**config.mk**
```make
export PLATFORM = sky130hd
export DESIGN_NAME = pci_irq_agg
export DESIGN_NICKNAME = d
export VERILOG_FILES = /design/src/rtl/pci_irq_pkg.sv /design/src/rtl/irq_src_capture.sv /design/src/rtl/irq_pend_mask_reg.sv /design/src/rtl/intx_swizzle.sv /design/src/rtl/pci_irq_agg.sv
export SDC_FILE = /design/constraint.sdc
export NUM_CORES = 1
export LEC_CHECK = 0
export ABC_AREA = 1
export BUFFER_PORTS_ARGS = -buffer_cell sky130_fd_sc_hd__buf_2
export CORE_MARGIN = 2
export CORE_UTILIZATION = 41
export CTS_BUF_LIST = sky130_fd_sc_hd__clkbuf_8
export DETAILED_ROUTE_END_ITERATION = 8
export HOLD_SLACK_MARGIN = 0.12
export MAX_ROUTING_LAYER = met4
export PLACE_DENSITY = 0.85
export RECOVER_POWER = 25
export REMOVE_ABC_BUFFERS = 1
export SLEW_MARGIN = 30
export SYNTH_ARGS = -nofsm -noshare
export SYNTH_HDL_FRONTEND = slang
export SYNTH_SLANG_ARGS = --single-unit
```
**constraint.sdc**
```tcl
create_clock -name clk_i -period 0.8 [get_ports clk_i]
set_clock_uncertainty 0.1 [all_clocks]
set_input_delay 0.04 -clock clk_i [delete_from_list [all_inputs] [get_ports clk_i]]
set_output_delay 0.04 -clock clk_i [all_outputs]
set_load 0.02 [all_outputs]
```
**src/rtl/pci_irq_pkg.sv**
```systemverilog
package pci_irq_pkg;
  localparam int N_INTX   = 4;
  localparam int N_ERR    = 6;
  localparam int N_SRC    = N_INTX + N_ERR;
  localparam int MASK_OFS = 16;
  localparam int REG_W    = 32;
  // error sources always present: aborts (bits 5..7)
  localparam logic [N_SRC-1:0] BASE_BITS = 10'h0EF;
  // errors some bridges cannot detect (bits 4, 8, 9)
  localparam logic [N_SRC-1:0] EXT_BITS  = 10'h310;
endpackage

```
**src/rtl/irq_src_capture.sv**
```systemverilog
module irq_src_capture
  import pci_irq_pkg::*;
(
  input  logic              clk_i,
  input  logic              rst_ni,
  input  logic [N_INTX-1:0] intx_ni,
  input  logic [N_ERR-1:0]  err_i,
  output logic [N_SRC-1:0]  set_o
);
  logic [N_INTX-1:0] intx_q;
  logic [N_ERR-1:0]  err_q;

  for (genvar i = 0; i < N_INTX; i++) begin : g_intx
    always_ff @(posedge clk_i or negedge rst_ni)
      if (!rst_ni) intx_q[i] <= 1'b0;
      else         intx_q[i] <= ~intx_ni[i];
    assign set_o[i] = intx_q[i];
  end

  for (genvar k = 0; k < N_ERR; k++) begin : g_err
    always_ff @(posedge clk_i or negedge rst_ni)
      if (!rst_ni) err_q[k] <= 1'b0;
      else         err_q[k] <= err_i[k];
    // rising edge only
    assign set_o[N_INTX+k] = err_i[k] & ~err_q[k];
  end
endmodule

```
**src/rtl/irq_pend_mask_reg.sv**
```systemverilog
module irq_pend_mask_reg
  import pci_irq_pkg::*;
#(
  parameter logic [N_SRC-1:0] IMPL = BASE_BITS | EXT_BITS
) (
  input  logic             clk_i,
  input  logic             rst_ni,
  input  logic [N_SRC-1:0] set_i,
  input  logic             wr_en_i,
  input  logic             wr_zero_i,
  input  logic [N_SRC-1:0] wr_clr_i,
  input  logic [N_SRC-1:0] wr_mask_i,
  output logic [N_SRC-1:0] pend_o,
  output logic [N_SRC-1:0] mask_o
);
  logic [N_SRC-1:0] pend_q, pend_d, mask_q, mask_d;

  always_comb begin
    pend_d = pend_q;
    if (wr_en_i) pend_d = wr_zero_i ? '0 : (pend_q & ~wr_clr_i);
    pend_d = (pend_d | set_i) & IMPL;  // set wins over clear
    mask_d = wr_en_i ? (wr_mask_i & IMPL) : mask_q;
  end

  always_ff @(posedge clk_i or negedge rst_ni)
    if (!rst_ni) begin
      pend_q <= '0;
      mask_q <= '0;
    end else begin
      pend_q <= pend_d;
      mask_q <= mask_d;
    end

  assign pend_o = pend_q;
  assign mask_o = mask_q;

  for (genvar i = 0; i < N_SRC; i++) begin : g_chk
    if (IMPL[i]) begin : g_impl
      a_r8_set_wins: assert property (@(posedge clk_i) disable iff (!rst_ni)
        set_i[i] |=> pend_q[i]);
      a_r4_no_spurious_set: assert property (@(posedge clk_i) disable iff (!rst_ni)
        $rose(pend_q[i]) |-> $past(set_i[i]));
      a_r5_clear_bit: assert property (@(posedge clk_i) disable iff (!rst_ni)
        (wr_en_i && !wr_zero_i && wr_clr_i[i] && !set_i[i]) |=> !pend_q[i]);
    end
  end

  a_r6_zero_write: assert property (@(posedge clk_i) disable iff (!rst_ni)
    (wr_en_i && wr_zero_i && set_i == '0) |=> (pend_q == '0 && mask_q == '0));
  a_r7_mask_load: assert property (@(posedge clk_i) disable iff (!rst_ni)
    wr_en_i |=> mask_q == ($past(wr_mask_i) & IMPL));
endmodule

```
**src/rtl/intx_swizzle.sv**
```systemverilog
module intx_swizzle #(
  parameter int SLOT_W = 5
) (
  input  logic [SLOT_W-1:0] slot_i,
  input  logic [2:0]        pin_i,
  output logic [1:0]        line_o
);
  // adding 3 is minus 1 modulo 4; truncation performs the modulo
  assign line_o = 2'(slot_i + SLOT_W'(pin_i) + SLOT_W'(3));
endmodule

```
**src/rtl/pci_irq_agg.sv**
```systemverilog
module pci_irq_agg
  import pci_irq_pkg::*;
#(
  parameter bit EXT_ERRORS = 1'b1,
  parameter int SLOT_W     = 5
) (
  input  logic              clk_i,
  input  logic              rst_ni,
  input  logic              wr_en_i,
  input  logic [31:0]       wr_data_i,
  output logic [31:0]       rd_data_o,
  input  logic [3:0]        intx_ni,
  input  logic [5:0]        err_i,
  output logic              irq_o,
  input  logic [SLOT_W-1:0] swz_slot_i,
  input  logic [2:0]        swz_pin_i,
  output logic [1:0]        swz_line_o
);
  localparam logic [N_SRC-1:0] IMPL = EXT_ERRORS ? (BASE_BITS | EXT_BITS) : BASE_BITS;
  localparam int GAP = MASK_OFS - N_SRC;
  localparam int TOP = REG_W - MASK_OFS - N_SRC;

  logic [N_SRC-1:0] set, pend, mask;
  logic             wr_zero;

  assign wr_zero = (wr_data_i == '0);

  irq_src_capture u_cap (
    .clk_i   (clk_i),
    .rst_ni  (rst_ni),
    .intx_ni (intx_ni),
    .err_i   (err_i),
    .set_o   (set)
  );

  irq_pend_mask_reg #(.IMPL(IMPL)) u_reg (
    .clk_i     (clk_i),
    .rst_ni    (rst_ni),
    .set_i     (set),
    .wr_en_i   (wr_en_i),
    .wr_zero_i (wr_zero),
    .wr_clr_i  (wr_data_i[N_SRC-1:0]),
    .wr_mask_i (wr_data_i[MASK_OFS+N_SRC-1:MASK_OFS]),
    .pend_o    (pend),
    .mask_o    (mask)
  );

  intx_swizzle #(.SLOT_W(SLOT_W)) u_swz (
    .slot_i (swz_slot_i),
    .pin_i  (swz_pin_i),
    .line_o (swz_line_o)
  );

  assign rd_data_o = {{TOP{1'b0}}, mask, {GAP{1'b0}}, pend};
  assign irq_o     = |(pend & mask);

  a_r9_irq_needs_enable: assert property (@(posedge clk_i) disable iff (!rst_ni)
    irq_o |-> (rd_data_o[MASK_OFS+N_SRC-1:MASK_OFS] != '0));
  a_r10_ext_inert: assert property (@(posedge clk_i) disable iff (!rst_ni)
    ((pend | mask) & ~IMPL) == '0);
endmodule

```
## Word level (Yosys, flattened, before mapping)

Cells that the tools add are included.

| storage, ports and cells | value |
|---|---|
| word-level logic and storage cells | 38 |
| memories | 0 |
| input port bits | 53 |
| output and inout bits | 35 |
| bits in writable memories | 0 |
| bits in registers | 30 |
| latch bits | 0 |
| bits in read-only memories | 0 |

| cells by class | value |
|---|---|
| add/subtract/negate cells | 2 |
| $lt $le $gt $ge | 0 |
| multiplexer cells | 2 |
| equal/unequal tests | 0 |
| bitwise gates (word level) | 20 |
| reduce and logical (&&, ||, !) cells | 2 |
| $mul | 0 |
| shift operators | 0 |
| div/mod/pow operators | 0 |

Operators by type and width:

| kind | count |
|---|---|
| $logic_not 32->1 | 1 |
| $and 10x10->10 | 2 |
| $mux 10 | 2 |
| $not 1->1 | 10 |
| $not 10->10 | 1 |
| $or 10x10->10 | 1 |
| $reduce_or 10->1 | 1 |
| $and 1x1->1 | 6 |
| $add 2x2->2 | 1 |
| $add 2x2->2 const B | 1 |

## Logic depth before layout (Yosys ltp)

Gate-level depths: netlist of the first run.

| depth | value |
|---|---|
| depth after elaboration | 5 |
| gate-level depth with buffers | 8 |
| gate-level depth less buffers | 8 |

## Hierarchy

Synthesis of the first run repeated with hierarchy kept, for this count alone.

| second synthesis, totals | value |
|---|---|
| cells, all modules | 193 |
| area, all modules | 1463.9 µm² |

By module, submodules not included:

| module | seq. area each (µm²) | times used | area each (µm²) | cells each |
|---|---|---|---|---|
| irq_pend_mask_reg | 500.5 | 1 | 803.3 | 93 |
| irq_src_capture | 250.2 | 1 | 325.3 | 26 |
| pci_irq_agg | 0.0 | 1 | 276.5 | 61 |
| intx_swizzle | 0.0 | 1 | 58.8 | 13 |

## Least setup slack after synthesis of the first run

Ideal clock, no wire load.

| timing | value |
|---|---|
| path type | reg2out |
| from | register u_reg.pend_q[8], in the netlist u_reg.pend_o[8] |
| to | output irq_o |
| path buffers | 0 |
| arrival | 0.959 ns |
| path slack | -0.299 ns |
| cell stages (with the launch flop) | 5 |
| data required time | 0.660 ns |
| cells stage by stage | dfrtp_1 inv_1 o22ai_1 a21oi_1 nand4_1 |

| on the way | value |
|---|---|
| longest elaborated chain between the ends | 2 |

RTL lines:

| what | RTL line | source |
|---|---|---|
| from (decl) | irq_pend_mask_reg.sv:16 | `logic [N_SRC-1:0] pend_q, pend_d, mask_q, mask_d;` |
| from (signal assigned) | irq_pend_mask_reg.sv:30 | `pend_q <= pend_d;` |
| $and 10x10->10 | pci_irq_agg.sv:55 | `assign irq_o = \|(pend & mask);` |
| $reduce_or 10->1 | pci_irq_agg.sv:55 |  |
| to (decl) | pci_irq_agg.sv:14 | `output logic irq_o,` |

No other way between the ends.

## Final worst setup path of the first run

| timing | value |
|---|---|
| from | register u_reg.pend_q[2], in the netlist u_reg.pend_o[2] |
| to | output irq_o |

Same word-level chain as after synthesis.

==> results of run 1 <==
==> worst max-delay path: cells and delay by family (launching register included) <==
family / cells / cell delay (ps)
buf+inv: 2 / 240
simple gates: 1 / 110
compound gates: 2 / 190
flops: 1 / 430
==> worst paths after layout <==
kind / to / slack [ps] / cells past startpoint
max: irq_o / -600 / 5
min: u_reg.pend_o[0] / -40 / 4
max reg2reg: u_reg.pend_o[3] / -270 / 6
min reg2reg: u_reg.pend_o[0] / 360 / 2
max in group asynchronous: u_reg.mask_o[6] / 120 / 3
min in group asynchronous: u_reg.mask_o[1] / 190 / 3
==> cells by family after synthesis <==
family,share of synthesized area
other,0.002407
AOI/OAI and AO/OA,0.04739
xor gates and xnor gates,0.01125
and+or+nand+nor,0.2594
adders and majority gates,0.008031
buffers and inverters,0.1896
DFF,0.4819
==> cell type report <==
class,count,area [um2]
multi-input combinational,121,698.2
clock inverter,2,7.507
fill,257,900.9
inverter,50,187.7
clock buffer,5,68.82
sequential,30,750.7
tap,48,60.06
timing repair buffer,126,987.2
==> per-stage QoR <==
step           setup TNS (ps)  instance area, um2  setup WS (ps)  hold slack, ps  utilization
3_5_place_dp            -3424                2137         -329.3          -98.50       0.5837
6_report                -8267                2760         -601.7          -42.52       0.7539
4_1_cts                 -6872                2606         -561.7          -47.40       0.7119
5_1_grt                 -9328                2760         -643.9          -52.71       0.7539
2_1_floorplan           -1479                1491         -298.7          -355.6            -
3_3_place_gp            -3167                2137         -286.8          -99.34       0.5837
==> layout by cell type, fill, tap and decap left out, types with 2 or more instances in the layout <==
| master | count |
|---|---|
| inv_1 | 39 |
| o21ai_0 | 3 |
| nand3_2 | 9 |
| o22ai_2 | 3 |
| clkbuf_8 | 5 |
| conb_1 | 12 |
| nand2_1 | 35 |
| nand4_1 | 2 |
| nor2_2 | 5 |
| buf_4 | 21 |
| nor2_1 | 14 |
| inv_2 | 13 |
| xnor2_1 | 2 |
| buf_6 | 35 |
| nand2_4 | 3 |
| nand2_2 | 6 |
| dlygate4sd3_1 | 17 |
| nand3_1 | 11 |
| o21ai_1 | 4 |
| a21oi_2 | 3 |
| nor2_4 | 5 |
| dfrtp_1 | 30 |
| buf_2 | 53 |
==> layer usage <==
layer  global-route usage  vias up  routed length, um
li1                     -      838                  -
met1               0.2313      802               1960
met2               0.3902       85               2645
met3              0.04110       21                336
met4               0.1120        0                247
met5                    -        -                  0
==> power by group <==
| part | internal (mW) | switching [mW] | total (mW) |
|---|---|---|---|
| logic | 0.732 | 0.715 | 1.45 |
| clock network | 0.572 | 0.557 | 1.13 |
| registers | 1.64 | 0.0936 | 1.73 |
==> registers in the layout (all words and copies together), names as in the netlist <==
signal and cells:
u_cap.err_q 6, u_cap.set_o 4, u_reg.mask_o 10, u_reg.pend_o 10
==> timing repair <==
item	CTS	global route
buffers inserted	11	11
pin swaps	3	21
endpoints found under the hold margin	60	18
gates resized for setup	63	49
gates cloned	0	1
endpoints found under the setup margin	35	40
==> metrics.md, run 1 <==
| Metric | Value |
|---|---|
| Nets | 388 |
| Critical path, cell by cell | inv_2 > o22ai_2 > a21oi_2 > nand4_1 > buf_6 |
| Max-Cap Viols | 0 |
| Crit path required time | 660 ps |
| Routed via count | 1746 |
| Share of cells above drive strength 1 | 0.4880 |
| Highest clock rate | 713.4 MHz |
| CTS Sinks | 30 |
| Final WS setup | -601.7 ps |
| Vias per cell | 4.571 |
| Leakage power figure | 1.575 nW |
| Slowest Stage Delay on Critical Path | 430 ps |
| Top cells by area, synth | dfrtp_1, inv_1, nand2_1 |
| Wire per inst | 13.59 um |
| Initial Util | 0.4255 |
| Number of diodes | 0 |
| Post-synth EDFFs | 0 |
| Failing checks | negative hold slack, negative setup slack |
| IO Pins | 88 |
| Synth Warn # | 0 |
| Core area | 3661 um2 |
| Clk pin slew, worst setup/hold paths | 60 ps |
| Congestion Overflow GR | 0 |
| Hold WS | -42.52 ps |
| Main synth FF type | dfrtp_1 |
| Crit path max fanout | 2 |
| Routability cong. | 0.7842 |
| Power per standard cell area | 1561 nW/um2 |
| Mean Syn Cell Area | 7.636 um2 |
| Root Driver | clkbuf_8 |
| Synthesized area | 1558 um2 |
| DIE HEIGHT | 65.64 um |
| Unrepaired setup endpoints after global routing | yes |
| Area grow syn2layout | 77.19% |
| Outcome | complete, but fails checks |
| Initial antenna violation count | 0 |
| Max-slew violation count | 0 |
| Post-synth ARST share | 1.000 |
| Htree depth | 2 |
| Pre-Repair DR Iteration Count | 4 |
| First-pass GRT wire length | 6824 um |
| Cells after DPL | 348 |
| Post-synthesis sequential area ratio | 0.4819 |
| FF+latch count, synth | 30 |
| Largest net degree at the start of global routing | 31 |
| Mapped Cells | 204 |
| Distinct cells, synth | 19 |
| Crit-path slowest cell | dfrtp_1 |
| All-Layer GR Usage | 0.2196 |
| Clock Path Buffers | 2 |
| TritonCTS clock tree | yes |
| Critical Path AT | 1260 ps |
| Post-DP HPWL | 2825 um |
| Residual DRC count | 0 |
| Worst hold start | wr_data_i[0] |
| Die Area | 4309 um2 |
| Kind of critical path | flip-flop to output port |
| Final Cycle Share | 1.752 |
| Max IR drop VDD | 1.501 mV |
| PortBufs | 71 |
| Chip Width | 65.64 um |
| Clock buffer count from CTS | 5 |
| Final Hold Viols | 6 |
| RR Startpoint | u_reg.pend_o[3] |
| Startpoint class of the critical path | flip-flop |
| DRT Wirelength | 5190 um |
| CP startpoint | u_reg.pend_o[2] |
| Post-synth top area share | 0.4819 |
| Final setup fails | 35 |
| Hold-fix buffers, CTS | 17 |
| Number of global-route vias before repair | 1602 |
| Most frequent cells after synthesis | inv_1, nand2_1, dfrtp_1 |
| Layout Cells excl Fill | 382 |
| Initial drt markers | 48 |
| Yosys top cell by area | dfrtp_1 |
| Pwr Total | 4.309 mW |
| Post-layout minimum cycle time | 1402 ps |
| Top-count cell post-synth | inv_1 |
| Crit. End Element | output port |
| Worst skew pair latency | 280 ps |
| Final ANT Viol Nets | 0 |
| Min-delay worst type | input pin to flip-flop |
| Rows | 22 |
(Power assumes the default switching activity.)
==> inputs of run 2 (changes only) <==
--- a/config.mk
+++ b/config.mk
@@ -8,12 +8,11 @@
 export ABC_AREA = 1
 export BUFFER_PORTS_ARGS = -buffer_cell sky130_fd_sc_hd__buf_2
 export CORE_MARGIN = 2
-export CORE_UTILIZATION = 41
-export CTS_BUF_LIST = sky130_fd_sc_hd__clkbuf_8
+export CORE_UTILIZATION = 39
 export DETAILED_ROUTE_END_ITERATION = 8
 export HOLD_SLACK_MARGIN = 0.12
 export MAX_ROUTING_LAYER = met4
-export PLACE_DENSITY = 0.85
+export PLACE_DENSITY = 0.82
 export RECOVER_POWER = 25
 export REMOVE_ABC_BUFFERS = 1
 export SLEW_MARGIN = 30
==> run 2 against run 1 <==
Net effect: the flow still finishes with violations (negative hold slack, negative setup slack); final cell count is 1.0% lower; combinational power hardly changed; sequential power hardly changed; setup slack better by 12 ps; total power is 8.0% higher; largest cell class unchanged; highest routed layer unchanged.
==> metrics.md, run 2 (synthesis results as in run 1) <==
| Metric | Value |
|---|---|
| Clock power share | 0.323 (+0.061) |
| Initial Util | 0.4161 (-0.009386) |
| Reg power frac | 0.372 (-0.030) |
| Area of the multi-input gates | 699.4 um2 (+0.18%) |
| All-Layer GR Usage | 0.2152 (-0.004413) |
| IO Pins | 88 (unchanged) |
| Unrepaired setup endpoints after global routing | yes |
| Share of cells above drive strength 1 | 0.4939 (+0.005915) |
| Max-slew violation count | 0 (unchanged) |
| Final setup fails | 36 (+2.9%) |
| Hold-fix buffers, CTS | 18 (+1) |
| DRT Wirelength | 4646 um (-10%) |
| Vias per cell | 4.463 (-2.4%) |
| Core area | 3744 um2 (+2.3%) |
| Register cell area after layout | 750.7 um2 (unchanged) |
| Min-delay worst type | input pin to flip-flop |
| Leakage power figure | 1.566 nW (-0.55%) |
| Initial drt markers | 39 (-19%) |
| Root Driver | clkbuf_8 |
| Crit. End Element | output port |
| Dpl ws | -332.6 ps (-3.361 ps) |
| Final ANT Viol Nets | 0 (unchanged) |
| Clock buffer count from CTS | 5 (unchanged) |
| Number of diodes | 0 (unchanged) |
| Outcome | complete, but fails checks |
| Crit path required time | 660 ps (about the same) |
| Number of global-route vias before repair | 1568 (-2.1%) |
| Failing checks | negative hold slack, negative setup slack |
| Worst skew pair latency | 280 ps (about the same) |
| Area grow syn2layout | 80.00% |
| Clock Path Buffers | 2 (unchanged) |
| Chip Width | 67.20 um (+2.4%) |
| Most frequent cells in the layout | buf_2, buf_6, inv_1, dfrtp_1, nand2_1 |
| Logic pwr share | 0.305 (-0.031) |
| Routed via count | 1687 (-3.4%) |
| Wire per inst | 12.29 um (-9.5%) |
| Pwr Total | 4.656 mW (+8.0%) |
| Largest net degree at the start of global routing | 31 (unchanged) |
| Htree depth | 2 (unchanged) |
| TritonCTS clock tree | yes |
| Max IR drop VDD | 1.259 mV (-16%) |
| Pre-Repair DR Iteration Count | 4 (unchanged) |
| CTS Sinks | 30 (unchanged) |
| Crit path max fanout | 2 (unchanged) |
| First-pass GRT wire length | 6837 um (+0.19%) |
| Highest clock rate | 719.5 MHz (+0.86%) |
| Die Area | 4516 um2 (+4.8%) |
| Core Util, Final | 0.7490 (-0.004933) |
| Fillers | 291 (+13%) |
| Startpoint class of the critical path | flip-flop |
| Kind of critical path | flip-flop to output port |
| Final Hold Viols | 10 (+4) |
| Switching Share | 0.2933 (-0.02356) |
| Hold WS | -53.80 ps (-11.28 ps) |
| DIE HEIGHT | 67.20 um (+2.4%) |
| PortBufs | 71 (unchanged) |
| Routability cong. | 0.7989 (+1.9%) |
| Initial antenna violation count | 0 (unchanged) |
| Final WS setup | -589.8 ps (+11.93 ps) |
| Max-Cap Viols | 0 (unchanged) |
| Clk pin slew, worst setup/hold paths | 70 ps (about the same) |
| Post-layout minimum cycle time | 1390 ps (-11.93 ps) |
| Post-DP HPWL | 2906 um (+2.9%) |
| Power per standard cell area | 1660 nW/um2 (+6.3%) |
| Final Cycle Share | 1.737 (-0.01491) |
| Congestion Overflow GR | 0 (unchanged) |
| Rows | 22 (unchanged) |
| Sw Pwr | 1.366 mW (about the same) |
| Critical Path AT | 1250 ps (about the same) |
| Residual DRC count | 0 (unchanged) |
| Most common cell after layout, fill and taps aside | buf_2 |
| Int Pwr | 3.290 mW (+12%) |
| Nets | 383 (-1.3%) |
run 2: changes by cell type in the layout (fill, tap and decap cells not counted), sizes merged:
cell         previous run  this run
inv                    52        50
dlygate4sd3            17        18
buf                   109       103
clkinv                  0         2
bufinv                  0         1
run 2: power groups by stage:
stage / Sequential (mW) / Combinational, mW / Clock, mW
3_5_place_dp: 1.73 / 0.995 / 0
2_1_floorplan: 1.86 / 0.324 / 0
4_1_cts: 1.71 / 1.26 / 1.52
5_1_grt: 1.74 / 1.54 / 1.62
6_report: 1.73 / 1.42 / 1.50
3_3_place_gp: 1.72 / 0.979 / 0
run 2: worst paths after layout:
path | to | from | cells after the start | slack [ps]
min reg2reg | u_reg.pend_o[2] | u_cap.set_o[2] | 2 | 350
max reg2reg | u_reg.mask_o[5] | u_reg.mask_o[5] | 4 | -180
max | irq_o | u_reg.mask_o[8] | 5 | -590
max in group asynchronous | u_reg.pend_o[1] | rst_ni | 3 | 120
min | u_reg.pend_o[4] | wr_data_i[4] | 4 | -50
min in group asynchronous | u_reg.mask_o[5] | rst_ni | 3 | 200
run 2: cell type report:
type / count / area share
clock buffer: 5 / 0.02454
clock inverter: 3 / 0.01428
inverter: 50 / 0.06693
multi-input combinational: 121 / 0.2494
sequential: 30 / 0.2677
tap: 48 / 0.02142
timing repair buffer: 121 / 0.3556
run 2: through the flow:
step / TNS [ps] / instances / hold slack, ps / instance area [um2]
after floorplan: -1479 / 200 / -355.6 / 1491
after global placement: -3402 / 345 / -98.21 / 2140
after detailed placement: -3590 / 345 / -99.10 / 2140
after CTS: -6603 / 372 / -47.58 / 2619
after global routing: -8830 / 378 / -44.48 / 2804
final: -7567 / 378 / -53.80 / 2804
run 2: timing repair:
| action | 4_1_cts | 5_1_grt |
|---|---|---|
| pin swaps | 6 | 19 |
| resized for setup | 62 | 53 |
| setup buffers | 3 | 10 |
| setup endpoints to repair | 36 | 40 |
| endpoints found under the hold margin | 60 | 15 |
| cloned | 0 | 1 |
run 2: metal layers:
layer	part of all wire	GRT usage	up-vias	routed length, um
met1	0.40	0.2350	783	1872
met4	0.0099	0.07653	0	46
met2	0.53	0.3923	64	2457
met3	0.058	0.03667	5	270
li1	-	-	835	-
met5	0	-	-	0
run 2: worst max-delay path: stages (launching register included):
cell and delay (ps):
dfrtp_1 390, inv_1 80, o22ai_1 90, a21oi_2 130
nand4_1 130, buf_6 150
==> inputs of run 3 (changes only) <==
--- a/config.mk
+++ b/config.mk
@@ -6,16 +6,18 @@
 export NUM_CORES = 1
 export LEC_CHECK = 0
 export ABC_AREA = 1
-export BUFFER_PORTS_ARGS = -buffer_cell sky130_fd_sc_hd__buf_2
+export BUFFER_PORTS_ARGS = -buffer_cell sky130_fd_sc_hd__buf_4
 export CORE_MARGIN = 2
 export CORE_UTILIZATION = 39
 export DETAILED_ROUTE_END_ITERATION = 8
 export HOLD_SLACK_MARGIN = 0.12
 export MAX_ROUTING_LAYER = met4
-export PLACE_DENSITY = 0.82
+export PLACE_DENSITY = 0.83
 export RECOVER_POWER = 25
 export REMOVE_ABC_BUFFERS = 1
+export SETUP_SLACK_MARGIN = 0.2
 export SLEW_MARGIN = 30
 export SYNTH_ARGS = -nofsm -noshare
 export SYNTH_HDL_FRONTEND = slang
+export SYNTH_HIERARCHICAL = 1
 export SYNTH_SLANG_ARGS = --single-unit
==> run 3 against run 2 <==
Net effect: the run still ends with negative hold slack, negative setup slack left; sequential power barely moved; utilization fell by 0.55 points; wire length fell by 9.8%; critical endpoint unchanged; largest power group unchanged; highest routed layer unchanged.
==> metrics.md, run 3 <==
| Metric | Value |
|---|---|
| Critical path, cell by cell | nand2_1 > nand4_1 > nor2_1 > nand2_1 > buf_6 |
| Crit. End Element | output port |
| Initial drt markers | 49 (+26%) |
| Distinct cells, synth | 13 (-6) |
| Mapped Cells | 193 (-5.4%) |
| Final Cycle Share | 1.631 (-0.1063) |
| Post-synthesis sequential area ratio | 0.5128 (+0.03089) |
| Clock buffer count from CTS | 5 (unchanged) |
| Post-synth top area share | 0.5128 (+0.03089) |
| Vias per cell | 4.402 (-1.4%) |
| Clock Path Buffers | 2 (unchanged) |
| Critical Path AT | 1160 ps (-90 ps) |
| Wire per inst | 12.12 um (-1.4%) |
| Switching Share | 0.2913 (-0.002067) |
| IO Pins | 88 (unchanged) |
| Fillers | 261 (-10%) |
| Synth Area in Compound Gates | 0.06838 (+0.02099) |
| Main combinational cell family by area after synthesis | simple AND/OR/NAND/NOR gates |
| Core Util, Final | 0.7435 (-0.005540) |
| Mux cell area share after synthesis | 0 (unchanged) |
| Crit path max fanout | 2 (unchanged) |
| CTS Sinks | 30 (unchanged) |
| Most frequent cells after synthesis | nand2_1, inv_1, dfrtp_1 |
| Initial antenna violation count | 0 (unchanged) |
| Nets | 351 (-8.4%) |
| Unrepaired setup endpoints after global routing | yes |
| Highest clock rate | 766.4 MHz (+6.5%) |
| Routability cong. | 0.8136 (+1.8%) |
| Post-layout minimum cycle time | 1305 ps (-85.02 ps) |
| Number of diodes | 0 (unchanged) |
| Residual DRC count | 0 (unchanged) |
| Congestion Overflow GR | 0 (unchanged) |
| R2R Setup Slk | -150 ps (+30 ps) |
| Most common cell after layout, fill and taps aside | buf_6 |
| Most frequent cells in the layout | buf_6, nand2_1, dfrtp_1, buf_4, inv_1 |
| Synth Area in Simple Gates | 0.2436 (-0.01585) |
| Pre-Repair DR Iteration Count | 4 (unchanged) |
| Die Area | 4260 um2 (-5.7%) |
| Crit path required time | 660 ps (about the same) |
| Post-DP HPWL | 2816 um (-3.1%) |
| Final setup fails | 41 (+14%) |
| PortBufs | 71 (unchanged) |
| First-pass GRT wire length | 5982 um (-13%) |
| Root Driver | clkbuf_8 |
| Sw Pwr | 1.257 mW (-8.0%) |
| Most numerous cell on the critical path | nand2_1 |
| Final ANT Viol Nets | 0 (unchanged) |
| Post-synth ARST share | 1.000 (unchanged) |
| Synth Warn # | 6 (+6) |
| Initial Util | 0.4029 (-0.01322) |
| Share of cells above drive strength 1 | 0.5537 (+0.05975) |
| Outcome | complete, but fails checks |
| Power per standard cell area | 1597 nW/um2 (-3.8%) |
| Post-synthesis xor/xnor area fraction | 0 (-0.01124) |
| Final instance area | 2701 um2 (-3.7%) |
| Logic pwr share | 0.314 (+0.009) |
| Yosys top cell by area | dfrtp_1 |
| Final Hold Viols | 60 (+50) |
| FF+latch count, synth | 30 (unchanged) |
| Chip Width | 65.27 um (-2.9%) |
| All-Layer GR Usage | 0.1952 (-0.01999) |
| Area of the multi-input gates | 661.9 um2 (-5.4%) |
| Startpoint class of the critical path | flip-flop |
| Top-count cell post-synth | nand2_1 |
| Mean Syn Cell Area | 7.585 um2 (-0.67%) |
| Max-slew violation count | 0 (unchanged) |
| Int Pwr | 3.058 mW (-7.1%) |
| Slowest Stage Delay on Critical Path | 410 ps (+20 ps) |
| Hold WS | -420.8 ps (-367.0 ps) |
| TNS Setup | -7353 ps (+213.8 ps) |
| DIE HEIGHT | 65.27 um (-2.9%) |
| Final WS setup | -504.8 ps (+85.02 ps) |
| Max IR drop VDD | 0.9526 mV (-24%) |
| Clock power share | 0.288 (-0.035) |
| Kind of critical path | flip-flop to output port |
| Area grow syn2layout | 84.53% |
| Rows | 22 (unchanged) |
| Clk pin slew, worst setup/hold paths | 60 ps (about the same) |
| Min-delay worst type | input pin to asynchronous set/reset pin |
| Number of global-route vias before repair | 1411 (-10%) |
| Crit-path slowest cell | dfrtp_1 |
| DRT Wirelength | 4192 um (-9.8%) |
| Largest net degree at the start of global routing | 31 (unchanged) |
| Reg power frac | 0.398 (+0.026) |
| Post-synth EDFFs | 0 (unchanged) |
| Routed via count | 1523 (-9.7%) |
| Post-Synth Adder-Cell Area | 0.008547 (+0.0005149) |
| RR Endpoint | u_reg/mask_o[8] |
| Failing checks | negative hold slack, negative setup slack |
| Area post-placement | 2173 um2 (+1.6%) |
| Register cell area after layout | 750.7 um2 (unchanged) |
| Htree depth | 2 (unchanged) |
| CP Capture Point | irq_o |
| Core area | 3633 um2 (-2.9%) |
| Main synth FF type | dfrtp_1 |
| Top cells by area, synth | dfrtp_1, nand2_1, inv_1 |
| Worst skew pair latency | 280 ps (about the same) |
| Leakage power figure | 1.403 nW (-10%) |
| Max-Cap Viols | 0 (unchanged) |
| Synthesized area | 1464 um2 (-6.0%) |
| RR Startpoint | u_reg/mask_o[8] |
| CP startpoint | u_reg/mask_o[6] |
| Worst reg2reg path depth | 4 (unchanged) |
| TritonCTS clock tree | yes |
-- run 3: cell count changes in the layout (fill, tap and decap cells not counted), moves of 12 or more --
cell / change
buf_2: -51
o21ai_2: +15
dlygate4sd3_1: -18
nor2_2: +12
buf_6: +22
buf_4: +18
nand2_1: +25
inv_1: -15
-- run 3: how the worst min path moves through the flow --
stage,start,end,slack [ps],depth (start not counted)
6_report,rst_ni,u_reg/mask_o[5],-420,1
2_1_floorplan,rst_ni,u_cap/err_q[0],-360,0
4_1_cts,rst_ni,u_cap/set_o[3],-420,1
3_5_place_dp,rst_ni,u_reg/mask_o[5],-110,1
3_3_place_gp,rst_ni,u_cap/err_q[1],-120,1
5_1_grt,rst_ni,u_reg/mask_o[5],-400,1
-- run 3: repair_timing --
| action | in CTS | in global routing |
|---|---|---|
| resized for setup | 91 | 46 |
| buffers inserted | 0 | 5 |
| hold endpoints to repair | 60 | 60 |
| pin swaps | 12 | 33 |
| endpoints found under the setup margin | 43 | 43 |
| cloned | 1 | 0 |
-- run 3: routing by layer --
metal / part of all wire / routed length (um) / global-route usage / vias up
li1: - / - / - / 753
met1: 0.38 / 1603 / 0.2143 / 711
met2: 0.54 / 2281 / 0.3342 / 50
met3: 0.046 / 193 / 0.03938 / 9
met4: 0.027 / 112 / 0.1042 / 0
met5: 0 / 0 / - / -
-- run 3: power by group through the flow --
stage               clock [mW]  sequential (mW)  combinational (mW)
global placement             0             1.72               0.994
global route              1.35             1.73                1.45
finish                    1.24             1.72                1.36
detailed placement           0             1.73                1.01
floorplan                    0             1.85               0.262
CTS                       1.27             1.71                1.22
-- run 3: stage by stage --
stage	std cells	hold slack (ps)	worst slack, ps	total power, mW
2_1_floorplan	189	-355.6	-292.5	2.116
3_3_place_gp	332	-117.2	-381.2	2.714
3_5_place_dp	332	-112.8	-421.3	2.739
4_1_cts	341	-416.1	-511.8	4.197
5_1_grt	346	-402.4	-553.2	4.528
6_report	346	-420.8	-504.8	4.314
-- run 3: final cells by class --
class                           count  share of cell area
Clock inverter                      1            0.001853
Multi-Input combinational cell    123              0.2450
Timing Repair Buffer              101              0.3682
Sequential cell                    30              0.2779
Clock buffer                        7             0.03196
Tap cell                           48             0.02223
Inverter                           36             0.05280
-- run 3: worst max-delay path, delay by kind of cell, from the launching register on --
kind / cells / cell delay [ps]
buf+inv: 1 / 130
flops: 1 / 410
simple gates: 4 / 350
-- run 3: kinds of logic after synthesis --
family,Yosys count
AOI/OAI and AO/OA,20
adders and majority gates,1
buffers and inverters,51
DFF,30
other,1
and+or+nand+nor,90
